### config.mk
export PLATFORM = sky130hd
export DESIGN_NAME = epd_cmd_frontend
export DESIGN_NICKNAME = d
export VERILOG_FILES = /design/src/rtl/epd_cmd_pkg.sv /design/src/rtl/epd_serial_rx.sv /design/src/rtl/epd_fb_mem.sv /design/src/rtl/epd_cmd_decode.sv /design/src/rtl/epd_cmd_frontend.sv
export SDC_FILE = /design/constraint.sdc
export NUM_CORES = 2
export LEC_CHECK = 0
export BUFFER_PORTS_ARGS = -buffer_cell sky130_fd_sc_hd__buf_2
export CAP_MARGIN = 20
export CELL_PAD_IN_SITES_DETAIL_PLACEMENT = 2
export CELL_PAD_IN_SITES_GLOBAL_PLACEMENT = 2
export CORE_UTILIZATION = 53
export CTS_CLUSTER_SIZE = 10
export DETAILED_ROUTE_END_ITERATION = 8
export GPL_ROUTABILITY_DRIVEN = 0
export GPL_TIMING_DRIVEN = 0
export PLACE_DENSITY = 0.95
export SETUP_SLACK_MARGIN = 0.5
export SYNTH_ARGS = -nofsm -noshare
export SYNTH_HDL_FRONTEND = slang
export SYNTH_SLANG_ARGS = --single-unit
### constraint.sdc
create_clock -name clk -period 8.3 [get_ports clk]
set_clock_uncertainty 0.1 [all_clocks]
set_input_delay 1.66 -clock clk [delete_from_list [all_inputs] [get_ports clk]]
set_output_delay 1.66 -clock clk [all_outputs]
set_load 0.05 [all_outputs]
### src/rtl/epd_cmd_pkg.sv
package epd_cmd_pkg;
  localparam int NREG = 16;

  localparam logic [7:0] OP_PANEL   = 8'h00;
  localparam logic [7:0] OP_PWR     = 8'h01;
  localparam logic [7:0] OP_POFF    = 8'h02;
  localparam logic [7:0] OP_PSEQ    = 8'h03;
  localparam logic [7:0] OP_PON     = 8'h04;
  localparam logic [7:0] OP_BOOST   = 8'h06;
  localparam logic [7:0] OP_SLEEP   = 8'h07;
  localparam logic [7:0] OP_BW      = 8'h10;
  localparam logic [7:0] OP_STOP    = 8'h11;
  localparam logic [7:0] OP_REFRESH = 8'h12;
  localparam logic [7:0] OP_RED     = 8'h13;
  localparam logic [7:0] OP_CLK     = 8'h30;
  localparam logic [7:0] OP_TSEL    = 8'h41;
  localparam logic [7:0] OP_TWR     = 8'h42;
  localparam logic [7:0] OP_VCOM    = 8'h50;
  localparam logic [7:0] SLEEP_KEY  = 8'hA5;

  typedef struct packed {
    logic       ok;
    logic [3:0] idx;
  } slot_t;

  // Reset value of configuration byte i.
  function automatic logic [7:0] reg_default(input int i);
    case (i)
      0:       return 8'h0F;
      1, 5:    return 8'h03;
      3, 4:    return 8'h26;
      7, 8, 9: return 8'h17;
      10:      return 8'h3C;
      default: return 8'h00;
    endcase
  endfunction

  // Where parameter byte n of opcode op lands, if anywhere.
  function automatic slot_t param_slot(input logic [7:0] op, input logic [3:0] n);
    logic [3:0] base;
    logic [3:0] cnt;
    slot_t      s;
    base = 4'd0;
    cnt  = 4'd0;
    case (op)
      OP_PANEL: begin base = 4'd0;  cnt = 4'd1; end
      OP_PWR:   begin base = 4'd1;  cnt = 4'd5; end
      OP_PSEQ:  begin base = 4'd6;  cnt = 4'd1; end
      OP_BOOST: begin base = 4'd7;  cnt = 4'd3; end
      OP_CLK:   begin base = 4'd10; cnt = 4'd1; end
      OP_VCOM:  begin base = 4'd11; cnt = 4'd1; end
      OP_TSEL:  begin base = 4'd12; cnt = 4'd1; end
      OP_TWR:   begin base = 4'd13; cnt = 4'd3; end
      default:  begin base = 4'd0;  cnt = 4'd0; end
    endcase
    s.ok  = (n < cnt);
    s.idx = base + n;
    return s;
  endfunction
endpackage

### src/rtl/epd_serial_rx.sv
module epd_serial_rx (
  input  logic       clk,
  input  logic       rst_n,
  input  logic       three_wire,
  input  logic       cs_n,
  input  logic       sclk,
  input  logic       sdin,
  input  logic       dc_in,
  output logic       rx_valid,
  output logic       rx_is_data,
  output logic [7:0] rx_byte
);
  logic [2:0] sclk_q;
  logic [1:0] cs_q, sd_q, dc_q;
  logic [3:0] bit_cnt;
  logic [7:0] shreg;
  logic [3:0] last_bit;
  logic       sclk_rise, cs_idle;

  always_ff @(posedge clk or negedge rst_n) begin
    if (!rst_n) begin
      sclk_q <= '0;
      cs_q   <= 2'b11;
      sd_q   <= '0;
      dc_q   <= '0;
    end else begin
      sclk_q <= {sclk_q[1:0], sclk};
      cs_q   <= {cs_q[0], cs_n};
      sd_q   <= {sd_q[0], sdin};
      dc_q   <= {dc_q[0], dc_in};
    end
  end

  assign sclk_rise = sclk_q[1] & ~sclk_q[2];
  assign cs_idle   = cs_q[1];
  assign last_bit  = three_wire ? 4'd8 : 4'd7;

  always_ff @(posedge clk or negedge rst_n) begin
    if (!rst_n) begin
      bit_cnt    <= '0;
      shreg      <= '0;
      rx_valid   <= 1'b0;
      rx_is_data <= 1'b0;
      rx_byte    <= '0;
    end else begin
      rx_valid <= 1'b0;
      if (cs_idle) begin
        bit_cnt <= '0;
      end else if (sclk_rise) begin
        shreg <= {shreg[6:0], sd_q[1]};
        if (bit_cnt == last_bit) begin
          rx_valid   <= 1'b1;
          rx_byte    <= {shreg[6:0], sd_q[1]};
          rx_is_data <= three_wire ? shreg[7] : dc_q[1];
          bit_cnt    <= '0;
        end else begin
          bit_cnt <= bit_cnt + 4'd1;
        end
      end
    end
  end

  assert_cs_clears_R2: assert property (@(posedge clk) disable iff (!rst_n)
    cs_idle |=> (bit_cnt == 4'd0 && !rx_valid));
  assert_frame_len_R1: assert property (@(posedge clk) disable iff (!rst_n)
    bit_cnt <= 4'd8);
endmodule

### src/rtl/epd_fb_mem.sv
module epd_fb_mem #(
  parameter int FB_BYTES = 128,
  parameter int ADDR_W   = 7
) (
  input  logic              clk,
  input  logic              we,
  input  logic              wr_plane,
  input  logic [ADDR_W-1:0] wr_addr,
  input  logic [7:0]        wr_data,
  input  logic              rd_plane,
  input  logic [ADDR_W-1:0] rd_addr,
  output logic [7:0]        rd_data
);
  logic [7:0] rd_pl [2];

  for (genvar p = 0; p < 2; p++) begin : g_plane
    logic [7:0] mem [FB_BYTES];
    always_ff @(posedge clk) begin
      if (we && (wr_plane == 1'(p)) && (32'(wr_addr) < FB_BYTES))
        mem[wr_addr] <= wr_data;
    end
    assign rd_pl[p] = (32'(rd_addr) < FB_BYTES) ? mem[rd_addr] : 8'h00;
  end

  assign rd_data = rd_pl[rd_plane];
endmodule

### src/rtl/epd_cmd_decode.sv
module epd_cmd_decode
  import epd_cmd_pkg::*;
#(
  parameter int FB_BYTES    = 128,
  parameter int ADDR_W      = 7,
  parameter int BUSY_CYCLES = 200
) (
  input  logic              clk,
  input  logic              rst_n,
  input  logic              rx_valid,
  input  logic              rx_is_data,
  input  logic [7:0]        rx_byte,
  output logic [NREG*8-1:0] cfg_regs,
  output logic              busy_n,
  output logic              powered,
  output logic              asleep,
  output logic              fb_we,
  output logic              fb_plane,
  output logic [ADDR_W-1:0] fb_addr,
  output logic [7:0]        fb_wdata
);
  localparam int CNT_W = $clog2(BUSY_CYCLES + 1);
  localparam logic [ADDR_W:0] LIMIT = (ADDR_W + 1)'(FB_BYTES);

  logic [7:0]       regs [NREG];
  logic [7:0]       cur_op;
  logic [3:0]       pcnt;
  logic             streaming;
  logic [ADDR_W:0]  wptr;
  logic [CNT_W-1:0] busy_cnt;

  // Named events used by the logic and the assertions.
  logic  accept, cmd_evt, dat_evt, starts_busy, reg_wr, sleep_req;
  slot_t slot;

  assign busy_n      = (busy_cnt == '0);
  assign accept      = rx_valid && !asleep && busy_n;
  assign cmd_evt     = accept && !rx_is_data;
  assign dat_evt     = accept && rx_is_data;
  assign starts_busy = cmd_evt && (rx_byte == OP_PON || rx_byte == OP_POFF ||
                                   rx_byte == OP_REFRESH);
  assign slot        = param_slot(cur_op, pcnt);
  assign reg_wr      = dat_evt && !streaming && slot.ok;
  assign sleep_req   = dat_evt && !streaming && cur_op == OP_SLEEP &&
                       pcnt == 4'd0 && rx_byte == SLEEP_KEY;
  assign fb_we       = dat_evt && streaming && (wptr < LIMIT);
  assign fb_addr     = wptr[ADDR_W-1:0];
  assign fb_wdata    = rx_byte;

  always_ff @(posedge clk or negedge rst_n) begin
    if (!rst_n) begin
      for (int i = 0; i < NREG; i++) regs[i] <= reg_default(i);
      cur_op    <= 8'hFF;
      pcnt      <= '0;
      streaming <= 1'b0;
      fb_plane  <= 1'b0;
      wptr      <= '0;
      busy_cnt  <= '0;
      powered   <= 1'b0;
      asleep    <= 1'b0;
    end else begin
      if (busy_cnt != '0) busy_cnt <= busy_cnt - 1'b1;
      if (cmd_evt) begin
        cur_op    <= rx_byte;
        pcnt      <= '0;
        streaming <= (rx_byte == OP_BW) || (rx_byte == OP_RED);
        if (rx_byte == OP_BW || rx_byte == OP_RED) begin
          wptr     <= '0;
          fb_plane <= (rx_byte == OP_RED);
        end
        if (starts_busy) busy_cnt <= CNT_W'(BUSY_CYCLES);
        if (rx_byte == OP_PON)  powered <= 1'b1;
        if (rx_byte == OP_POFF) powered <= 1'b0;
      end
      if (dat_evt) begin
        if (fb_we) wptr <= wptr + 1'b1;
        if (pcnt != 4'hF) pcnt <= pcnt + 4'd1;
      end
      if (reg_wr)    regs[slot.idx] <= rx_byte;
      if (sleep_req) asleep <= 1'b1;
    end
  end

  always_comb begin
    for (int i = 0; i < NREG; i++) cfg_regs[i*8 +: 8] = regs[i];
  end

  assert_addr_step_R6: assert property (@(posedge clk) disable iff (!rst_n)
    fb_we |=> wptr == $past(wptr) + 1'b1);
  assert_addr_bound_R7: assert property (@(posedge clk) disable iff (!rst_n)
    wptr <= LIMIT);
  assert_sleep_sticky_R5: assert property (@(posedge clk) disable iff (!rst_n)
    asleep |=> asleep);
  assert_sleep_mute_R5: assert property (@(posedge clk) disable iff (!rst_n)
    asleep |-> !reg_wr && !fb_we && !starts_busy);
  assert_busy_count_R9: assert property (@(posedge clk) disable iff (!rst_n)
    (busy_cnt != '0) |=> busy_cnt == $past(busy_cnt) - 1'b1);
  assert_busy_mute_R10: assert property (@(posedge clk) disable iff (!rst_n)
    !busy_n |-> !fb_we && !reg_wr && !sleep_req);
endmodule

### src/rtl/epd_cmd_frontend.sv
module epd_cmd_frontend
  import epd_cmd_pkg::*;
#(
  parameter int H_PIXELS    = 64,
  parameter int V_LINES     = 16,
  parameter int BUSY_CYCLES = 200,
  localparam int FB_BYTES   = H_PIXELS * V_LINES / 8,
  localparam int ADDR_W     = $clog2(FB_BYTES)
) (
  input  logic              clk,
  input  logic              rst_n,
  input  logic              bus_sel,
  input  logic              cs_n,
  input  logic              sclk,
  input  logic              sdin,
  input  logic              dc_in,
  output logic              busy_n,
  output logic              powered,
  output logic              asleep,
  output logic [NREG*8-1:0] cfg_regs,
  input  logic              rd_plane,
  input  logic [ADDR_W-1:0] rd_addr,
  output logic [7:0]        rd_data
);
  logic              rx_valid, rx_is_data;
  logic [7:0]        rx_byte;
  logic              fb_we, fb_plane;
  logic [ADDR_W-1:0] fb_addr;
  logic [7:0]        fb_wdata;

  epd_serial_rx u_rx (
    .clk(clk), .rst_n(rst_n), .three_wire(bus_sel), .cs_n(cs_n),
    .sclk(sclk), .sdin(sdin), .dc_in(dc_in),
    .rx_valid(rx_valid), .rx_is_data(rx_is_data), .rx_byte(rx_byte)
  );

  epd_cmd_decode #(
    .FB_BYTES(FB_BYTES), .ADDR_W(ADDR_W), .BUSY_CYCLES(BUSY_CYCLES)
  ) u_dec (
    .clk(clk), .rst_n(rst_n), .rx_valid(rx_valid), .rx_is_data(rx_is_data),
    .rx_byte(rx_byte), .cfg_regs(cfg_regs), .busy_n(busy_n),
    .powered(powered), .asleep(asleep), .fb_we(fb_we), .fb_plane(fb_plane),
    .fb_addr(fb_addr), .fb_wdata(fb_wdata)
  );

  epd_fb_mem #(.FB_BYTES(FB_BYTES), .ADDR_W(ADDR_W)) u_fb (
    .clk(clk), .we(fb_we), .wr_plane(fb_plane), .wr_addr(fb_addr),
    .wr_data(fb_wdata), .rd_plane(rd_plane), .rd_addr(rd_addr),
    .rd_data(rd_data)
  );
endmodule

==> key figures, run 1 <==
Die
  • Row cnt: about 150
  • # IOs: 154
  • Die Wd: 407 um
  • Initial Utilization: 0.534
  • Die Y: about 410 um

Synthesis
  • Commonest cells in the netlist: 2,048 x edfxtp_1, 449 x mux4_2, 315 x nor2_1, 158 x clkbuf_1
  • Most common cell in the synthesized netlist: edfxtp_1
  • Flops & latches, synth: ~2,200
  • Mapped cell area: between 80,000 and 90,000 um^2
  • Post-Synthesis Cells: 4,309
  • Mapped Nets: 4,336
  • Async SR Flop Fraction: 0.0853
  • Synth cell types: 70
  • Post-synth EDFFs: around 2,000
  • Post-synth top area share: 0.708
  • Sequential element share of the synthesized area: 0.763
  • Syn. warnings: 0
  • Syn Area/Cell: 20.2 um^2
  • Synth area leaders: edfxtp_1 71%, mux4_2 12%, dfrtp_1 4.3%, mux2_2 2.0%, mux2i_1 1.6%
  • Main synth FF type: edfxtp_1
  • Synth area leader: edfxtp_1

Status
  • Stop err: [ERROR DPL-0033] detailed placement checks failed during check placement.
  • Status: did not finish
  • Exit stage: 3_5_place_dp

Place
  • IO buf count: approximately 150
  • Dpl hpwl: between 200,000 and 300,000 um
kinds of logic after synthesis:
kind of cell | synth area share
flops | 0.763
mux | 0.152
simple gates | 0.0299
compound gates | 0.0379
buf+inv | 0.0132
xor+xnor | 0.00181
fa+ha+maj | 0.00193
per-stage QoR:
stage,std cells,hold slack [ps]
after floorplan,4309,231
after global placement,6636,233
==> run 2: changes to the inputs <==
Settings changed: CELL_PAD_IN_SITES_DETAIL_PLACEMENT 2 to not set, CELL_PAD_IN_SITES_GLOBAL_PLACEMENT 2 to not set, CORE_UTILIZATION 53 to 40, CTS_CLUSTER_SIZE 10 to not set, PLACE_DENSITY 0.95 to not set, PLACE_DENSITY_LB_ADDON set to 0.15, SETUP_SLACK_MARGIN 0.5 to not set.
==> run 2 against run 1 <==
The flow now finishes, with violations (setup timing); synthesized cell count unchanged; synthesized area unchanged.
==> key figures, run 2 <==
Global route
  • Largest net degree at the start of global routing: about 120
  • Tot GR Track Use: 0.257
  • Grt total ovfl: 0
  • First-pass GRT wire length: about 380,000 um
  • Vias in the first global route: 46,300
  • Initial antenna violation count: 13

Status
  • Violated checks: setup timing
  • Status: finished, violations left (was did not finish)

Routing
  • Vias: 46,800
  • Antenna Nets Post-Route: 0
  • Starting DRC count in detailed routing: between 6,000 and 7,000
  • DR pass1 iterations: 5
  • Routed WL: 281,000 um
  • Vias per inst: about 6
  • DR DRC count: 0
  • WL per Instance: around 36 um

Worst setup path
  • Max FO, Critical Path: 10
  • WP data arrival: approximately 6600 ps
  • Worst Setup End Kind: output pin
  • CP required: 6540 ps
  • Critical path class: in -> out
  • Type of origin of the critical path: input pin

Job
  • Max Cap Viol: 0

STA
  • Minimum clock period: ~8400 ps
  • RSZ-0062 raised after global routing: no
  • Fmax: about 0.12 GHz
  • Final setup violation count: 4
  • Fin. max-slew vios: 0
  • Setup ws final: -80.1 ps
  • Fin. Hold Viols: 0
  • Slew margin rel.: 0.128
  • Period utilisation layout: 1.01
  • Worst slew pin tran: 1310 ps

Clock tree
  • Clock-pin slew on the worst setup and hold paths: around 60 ps
  • Root Buffer: clkbuf_16
  • CTS max path bufs: 3
  • Clock Sinks: approximately 2,200
  • CTS tree: built
  • TritonCTS Buffers: approximately 230
  • Worst-Skew Late Latency: slightly above 900 ps
  • H-tree Lvls: 4

Power
  • Power, Total: ~0.024 W
  • Worst vdd ir: about 0.25 mV
  • Pwr Density: roughly 230 nW/um^2
  • LEAKAGE: 33.8 nW

Final layout
  • Area delta synth->final: 15.2%
  • Top reg by flops: u_fb.g_plane.mem
  • Utilization after layout: 0.465
  • Share of cells above drive strength 1: 0.266
  • Nets@finish: 4,782
  • Most frequent cells in the layout: 2,048 x edfxtp_1, 449 x mux4_2, 314 x nor2_1
  • Max FFs per register: a little over 2,000
  • Post-route cell area: approximately 100,000 um^2
  • Commonest non-fill, non-tap cell in the layout: edfxtp_1

Synthesis
  • Syn. warnings: 0 (unchanged)
  • Synth area leaders: edfxtp_1 71%, mux4_2 12%, dfrtp_1 4.3%, mux2_2 2.0%, mux2i_1 1.6% (unchanged)
  • Flops & latches, synth: 2,239 (unchanged)
  • Sequential element share of the synthesized area: 0.763 (unchanged)
  • Mapped cell area: 86,900 um^2 (unchanged)
  • Post-synth top area share: 0.708 (unchanged)
  • Synth area leader: edfxtp_1 (unchanged)
  • Commonest cells in the netlist: 2,048 x edfxtp_1, 449 x mux4_2, 315 x nor2_1, 158 x clkbuf_1 (unchanged)
  • Post-Synthesis Cells: 4,309 (unchanged)
  • Async SR Flop Fraction: 0.0853 (unchanged)
  • Main synth FF type: edfxtp_1 (unchanged)
  • Post-synth EDFFs: 2,048 (unchanged)
  • Most common cell in the synthesized netlist: edfxtp_1 (unchanged)
  • Synth cell types: 70 (unchanged)
  • Mapped Nets: 4,336 (unchanged)
  • Syn Area/Cell: 20.2 um^2 (unchanged)

Place
  • IO buf count: 152 (unchanged)
  • Post-DP Area: just over 90,000 um^2
  • Dpl hpwl: 190,000 um (was 285,000 um)

Die
  • Die Wd: 468 um (was 407 um)
  • Initial Utilization: 0.404 (was 0.534)
  • Die Y: 468 um (was 407 um)
  • # IOs: 154 (unchanged)
  • Core area: 215,000 um^2
  • Die area: 219,000 um^2
  • Row cnt: 170 (was 148)

Worst hold path
  • Hold crit path type: reg -> reg
## run 2: layout make-up
class / count / area [um^2]
multi-input combinational: 1796 / 19500
antenna: 5 / 12.5
tap: 2838 / 3550
clock buffer: 282 / 5990
buffer: 257 / 1150
clock inverter: 151 / 1460
fill: 18200 / 115000
timing repair buffer: 217 / 2070
sequential: 2239 / 66400
inverter: 15 / 56.3
## run 2: path summary, 6_finish.rpt
| path | start | to | slack [ps] | cells after the start |
|---|---|---|---|---|
| min in group asynchronous | rst_n | u_rx.dc_q[0]$_DFF_PN0_ | 620 | 1 |
| worst min-delay path | u_rx.sd_q[0]$_DFF_PN0_ | u_rx.sd_q[1]$_DFF_PN0_ | 250 | 0 |
| worst max register to register | u_dec.busy_cnt[0]$_DFF_PN0_ | u_fb.g_plane[0].mem[31][1]$_DFFE_PP_ | 2490 | 9 |
| max in group asynchronous | rst_n | u_dec.cfg_regs[100]$_DFFE_PN0P_ | 6430 | 2 |
| worst min register to register | u_rx.sd_q[0]$_DFF_PN0_ | u_rx.sd_q[1]$_DFF_PN0_ | 250 | 0 |
| worst max-delay path | rd_addr[5] | rd_data[2] | -80 | 9 |
## run 2: through the flow
stage	setup TNS (ps)	std cells	hold slack (ps)	setup slack, ps
after floorplan	0	4309	231	1530
after global placement	-145040	7299	234	-1950
after detailed placement	-3820	7354	235	-834
after CTS	0	7786	250	12.1
after global routing	0	7797	261	21.3
final	-206	7800	252	-80.1
## run 2: what timing repair did
action                     in CTS  in global routing
setup endpoints to repair       8                  2
cloned                          0                  0
hold buffers                    0                  0
setup buffers                   0                  0
gates resized for setup        22                  5
## run 2: where the power goes
| group | leakage, nW | total [W] | switching [W] | internal (W) |
|---|---|---|---|---|
| Clock | 3.62 | 0.0103 | 0.00453 | 0.00579 |
| Combinational | 8.15 | 0.000961 | 0.000677 | 0.000284 |
| Sequential | 22.0 | 0.0122 | 0.0000405 | 0.0122 |
## run 2: metal layers
| layer | wire [um] | global-route usage | vias up |
|---|---|---|---|
| met3 | 27000 | 0.0614 | 431 |
| met1 | 117000 | 0.364 | 25300 |
| li1 | - | - | 18700 |
| met2 | 127000 | 0.387 | 2394 |
| met4 | 10400 | 0.0904 | 4 |
| met5 | 27 | 0 | - |
## run 2: worst max-delay path, cell delays in order
cell and delay [ps]:
buf_2 300, clkbuf_1 800, inv_1 440, nor2_2 610
clkbuf_1 790, a22o_1 560, o22ai_1 400, nor3_1 620
buf_2 380
## run 2: cell families after synthesis
logic type	after synthesis	share of synthesized area
AOI/OAI and AO/OA	452	0.0379
xor gates and xnor gates	18	0.00181
adders and majority gates	13	0.00193
buffers and inverters	274	0.0132
DFF	2239	0.763
muxes	741	0.152
and+or+nand+nor	572	0.0299
Power figures use the tool's default switching activity.
